File: src/rtl/rpg_pkg.sv
package rpg_pkg;

   localparam int unsigned RPG_CODE_W = 4;

   typedef struct packed {
      logic                  ovr;
      logic                  wave_en;
      logic [RPG_CODE_W-1:0] rate;
   } rpg_cfg_t;

   localparam int unsigned RPG_CFG_W = $bits(rpg_cfg_t);

   // Counter bit whose period matches a rate code; codes 1 and 2 alias 8 and 9.
   function automatic int unsigned rpg_tap_of(input int unsigned code);
      int unsigned eff;
      eff = (code == 1) ? 8 : (code == 2) ? 9 : code;
      return (eff < 2) ? 0 : eff - 2;
   endfunction

endpackage

File: src/rtl/rpg_divider.sv
module rpg_divider #(
   parameter int unsigned DIV_W = 15
) (
   input  logic             clk,
   input  logic             rst_n,
   input  logic             tick,
   output logic [DIV_W-1:0] cnt
);

   generate
      if (DIV_W < 2) begin : g_bad_width
         $error("rpg_divider: DIV_W must be at least 2");
      end
   endgenerate

   always_ff @(posedge clk) begin
      if (!rst_n) begin
         cnt <= '0;
      end else if (tick) begin
         cnt <= cnt + 1'b1;
      end
   end

endmodule

File: src/rtl/rpg_tap_sel.sv
module rpg_tap_sel
   import rpg_pkg::*;
#(
   parameter int unsigned DIV_W  = 15,
   parameter int unsigned CODE_W = RPG_CODE_W
) (
   input  logic [DIV_W-1:0]  cnt,
   input  logic              tick,
   input  logic [CODE_W-1:0] code,
   output logic              tap_lvl,
   output logic              tap_rise
);

   localparam int unsigned NCODES = 1 << CODE_W;

   logic [NCODES-1:0] lvl_v;
   logic [NCODES-1:0] rise_v;

   generate
      for (genvar gi = 0; gi < NCODES; gi++) begin : g_code
         localparam int unsigned TAP = rpg_tap_of(gi);
         if (gi == 0) begin : g_off
            assign lvl_v[gi]  = 1'b0;
            assign rise_v[gi] = 1'b0;
         end else if (TAP >= DIV_W || TAP == 0) begin : g_bad
            $error("rpg_tap_sel: tap out of divider range");
            assign lvl_v[gi]  = 1'b0;
            assign rise_v[gi] = 1'b0;
         end else begin : g_tap
            // Bit TAP rises on the tick where all lower bits are ones and it is zero.
            assign lvl_v[gi]  = cnt[TAP];
            assign rise_v[gi] = tick & (&cnt[TAP-1:0]) & ~cnt[TAP];
         end
      end
   endgenerate

   assign tap_lvl  = lvl_v[code];
   assign tap_rise = rise_v[code];

endmodule

File: src/rtl/rpg_flag.sv
module rpg_flag (
   input  logic clk,
   input  logic rst_n,
   input  logic set,
   input  logic clr,
   output logic flag
);

   // A set in the same cycle as a clear wins, so no event is lost.
   always_ff @(posedge clk) begin
      if (!rst_n) begin
         flag <= 1'b0;
      end else if (set) begin
         flag <= 1'b1;
      end else if (clr) begin
         flag <= 1'b0;
      end
   end

endmodule

File: src/rtl/rpg_rate_gen.sv
module rpg_rate_gen
   import rpg_pkg::*;
#(
   parameter int unsigned DIV_W  = 15,
   parameter int unsigned CODE_W = RPG_CODE_W
) (
   input  logic                 clk,
   input  logic                 rst_n,
   input  logic                 tick_32k,
   input  logic                 cfg_we,
   input  logic [RPG_CFG_W-1:0] cfg_wdata,
   input  logic                 flag_rd,
   output logic                 sq_out,
   output logic                 per_strobe,
   output logic                 per_flag
);

   localparam int unsigned MAX_TAP = (1 << CODE_W) - 3;

   generate
      if (CODE_W != RPG_CODE_W) begin : g_bad_code
         $error("rpg_rate_gen: CODE_W must match the package rate field");
      end
      if (DIV_W <= MAX_TAP) begin : g_bad_div
         $error("rpg_rate_gen: DIV_W too small for the slowest rate");
      end
   endgenerate

   rpg_cfg_t          cfg_q;
   logic              ovr_q;
   logic              wave_q;
   logic [CODE_W-1:0] rate_q;
   logic [DIV_W-1:0]  cnt;
   logic              tick_q;
   logic              tap_lvl;
   logic              tap_rise;

   always_ff @(posedge clk) begin
      if (!rst_n) begin
         cfg_q <= '0;
      end else if (cfg_we) begin
         cfg_q <= rpg_cfg_t'(cfg_wdata);
      end
   end

   assign ovr_q  = cfg_q.ovr;
   assign wave_q = cfg_q.wave_en;
   assign rate_q = cfg_q.rate;

   rpg_divider #(.DIV_W(DIV_W)) i_div (
      .clk   (clk),
      .rst_n (rst_n),
      .tick  (tick_32k),
      .cnt   (cnt)
   );

   rpg_tap_sel #(.DIV_W(DIV_W), .CODE_W(CODE_W)) i_tap (
      .cnt      (cnt),
      .tick     (tick_32k),
      .code     (rate_q),
      .tap_lvl  (tap_lvl),
      .tap_rise (tap_rise)
   );

   always_ff @(posedge clk) begin
      if (!rst_n) begin
         tick_q     <= 1'b0;
         per_strobe <= 1'b0;
      end else begin
         tick_q     <= tick_32k;
         per_strobe <= tap_rise & ~ovr_q;
      end
   end

   always_comb begin
      if (ovr_q) begin
         sq_out = tick_q;
      end else if (wave_q) begin
         sq_out = tap_lvl;
      end else begin
         sq_out = 1'b0;
      end
   end

   rpg_flag i_flag (
      .clk   (clk),
      .rst_n (rst_n),
      .set   (per_strobe),
      .clr   (flag_rd),
      .flag  (per_flag)
   );

endmodule

File: config.mk
export PLATFORM = sky130hd
export DESIGN_NAME = rpg_rate_gen
export DESIGN_NICKNAME = d
export VERILOG_FILES = /design/src/rtl/rpg_pkg.sv /design/src/rtl/rpg_divider.sv /design/src/rtl/rpg_tap_sel.sv /design/src/rtl/rpg_flag.sv /design/src/rtl/rpg_rate_gen.sv
export SDC_FILE = /design/constraint.sdc
export NUM_CORES = 1
export LEC_CHECK = 0
export BUFFER_PORTS_ARGS = -buffer_cell sky130_fd_sc_hd__buf_2
export CORE_MARGIN = 2
export CORE_UTILIZATION = 60
export DETAILED_ROUTE_END_ITERATION = 6
export PLACE_DENSITY = 0.81
export SLEW_MARGIN = 20
export SYNTH_ARGS = -nofsm -noshare
export SYNTH_HDL_FRONTEND = slang
export SYNTH_HIERARCHICAL = 1
export SYNTH_SLANG_ARGS = --single-unit
File: constraint.sdc
create_clock -name clk -period 4 [get_ports clk]
set_clock_uncertainty 0.15 [all_clocks]
set_input_delay 0.6 -clock clk [delete_from_list [all_inputs] [get_ports clk]]
set_output_delay 0.6 -clock clk [all_outputs]
set_load 0.1 [all_outputs]
==> impl_metrics.toml <==
[cts]
cts_buffers = 3
clk_latency_ns = 0.31
clk_path_buf_depth = 2
htreeDepth = 1
postCtsSetupRepairBufs = 0
cts_tree = "yes"
postCtsHoldBufs = 0
cts_resized = 0
clkSlewWorstSetupHoldPaths_ns = 0.13
numClockSinks = 23
cts-root-buf = "clkbuf_4"

[cells_and_area]
nets = 170
drive_above_1_share_pct = 16.6
final_area_um2 = 1430
num-fill-cells = 185
layout_common_cells = "dfxtp_1 (23), buf_2 (13), nand2_1 (12)"
antennaDiodeCount = 0
final_common_cell = "dfxtp_1"
area_growth_pct = 6.21

[timing]
tightest_slew_ns = 0.536
grt_setup_unrepaired = "no"
post-route-period-util_pct = 82.3
min_period_ns = 3.29
setup-tns-final_ns = 0
slew_viol_final = 0
relSlewSlack_pct = 64.2
holdWs_ns = 0.329
setup_viol = 0
hold_viol = 0
max_freq_ghz = 0.304

[critical_path]
timing.critical_path.max_delay_family = "multiplexers"
path_buf_inv = 1
arrival_ns = 2.54
worstSetupPathType = "reg2out"
crit_chain = "mux4_1 -> mux4_2 -> nand2_1 -> o21ai_0 -> buf_2"
worstSetupEndpointType = "output port"
critical_path.max_fanout = 18
critPathSlowestCell = "dfxtp_1"
r2r_slack_ns = 2.03
critPathLaunchType = "register"
required_ns = 3.25
slowest_delay_ns = 0.68

[global_route]
grt_overflow = 0
grt_pass1_vias = 1091
grt_use_total_pct = 24.9
grt_first_pass_wirelength_mm = 4.94
antenna_found_initial = 0
grt_max_degree = 19

[floorplan]
core-area_um2 = 2170
die_area_um2 = 2650
die_w_um = 51.4
num_io_pins = 14
fp.dieH_um = 51.4
initial_core_util_pct = 62.2
rows = 17

[route]
drt-initial-drc-count = 41
vias = 1154
vias_per_cell = 6.24
dr.pass1.iters = 4
drt-total-wl_mm = 2.93
wire_per_inst_um = 15.8
ant_nets = 0
drcViolationCount = 0

[yosys]
synth_fp_nets = 158
syn_area_per_cell_um2 = 9.25
ys.warnings.count = 6
syn_inst = 146
syn_area_um2 = 1350

[placement]
dp_hpwl_mm = 2.07
place_area_um2 = 1410
gp_congestion = 0.829
port_buffers = 13

[job]
cap_viol_max_count = 0

[pwr]
ir_drop_mv = 0.182
p_leak_nw = 0.530
powerDensity_nw_per_um2 = 274

[min_path]
hold_path_class = "reg2reg"

[outcome]
status = "finished clean"
-- area by class of cell --
| class | count | area (µm²) | share of cell area, % |
|---|---|---|---|
| multi-input cells | 112 | 827 | 57.7 |
| clock inverters | 1 | 5.00 | 0.349 |
| well taps | 28 | 35.0 | 2.44 |
| repair buffers | 13 | 65.1 | 4.54 |
| flip-flops and latches | 23 | 460 | 32.1 |
| inverters | 5 | 18.8 | 1.31 |
| clock buffers | 3 | 22.5 | 1.57 |
-- flip-flops by register name, indices dropped and copies added, names as in the netlist --
signal and flops:
per_strobe 1, i_flag/flag 1, rate_q 4, ovr_q 1, tick_q 1, i_div/cnt 14, wave_q 1
-- path summary, 6_finish.rpt --
path / endpoint / depth (start not counted) / start
hold / removal: i_flag/flag / 1 / per_strobe
hold reg to reg: i_flag/flag / 1 / per_strobe
setup reg to reg: per_strobe / 6 / rate_q[0]
setup / recovery: sq_out / 5 / rate_q[0]
-- layer usage --
layer	wire (µm)	up-vias	track usage [%]	part of all wire, %
met3	134	2	2.63	4.6
met4	12	0	11.0	0.41
li1	-	568	-	-
met1	1250	553	30.6	43
met5	0	-	0	0
met2	1530	31	43.4	52
-- worst register-to-register path: cells and delay by family (launching register included) --
family | cells | cell delay (ns)
simple gates | 3 | 0.51
flops | 1 | 0.68
compound gates | 3 | 0.57
-- report_power, final --
group          switching [mW]  leakage (nW)  internal [mW]  total, mW
registers              0.0121         0.187          0.235      0.248
logic                  0.0177         0.325         0.0182     0.0359
clock network          0.0717        0.0177         0.0374      0.109
-- stage by stage --
stage / cells / util (%) / worst slack (ns) / total power, mW
finish: 185 / 66.1 / 0.709 / 0.392
global route: 185 / 66.1 / 0.567 / 0.411
CTS: 185 / 66.1 / 0.695 / 0.396
detailed placement: 181 / 64.8 / 1.06 / 0.288
global placement: 181 / 64.8 / 1.15 / 0.286
floorplan: 146 / - / 0.0935 / 0.279
(Power assumes the default switching activity.)
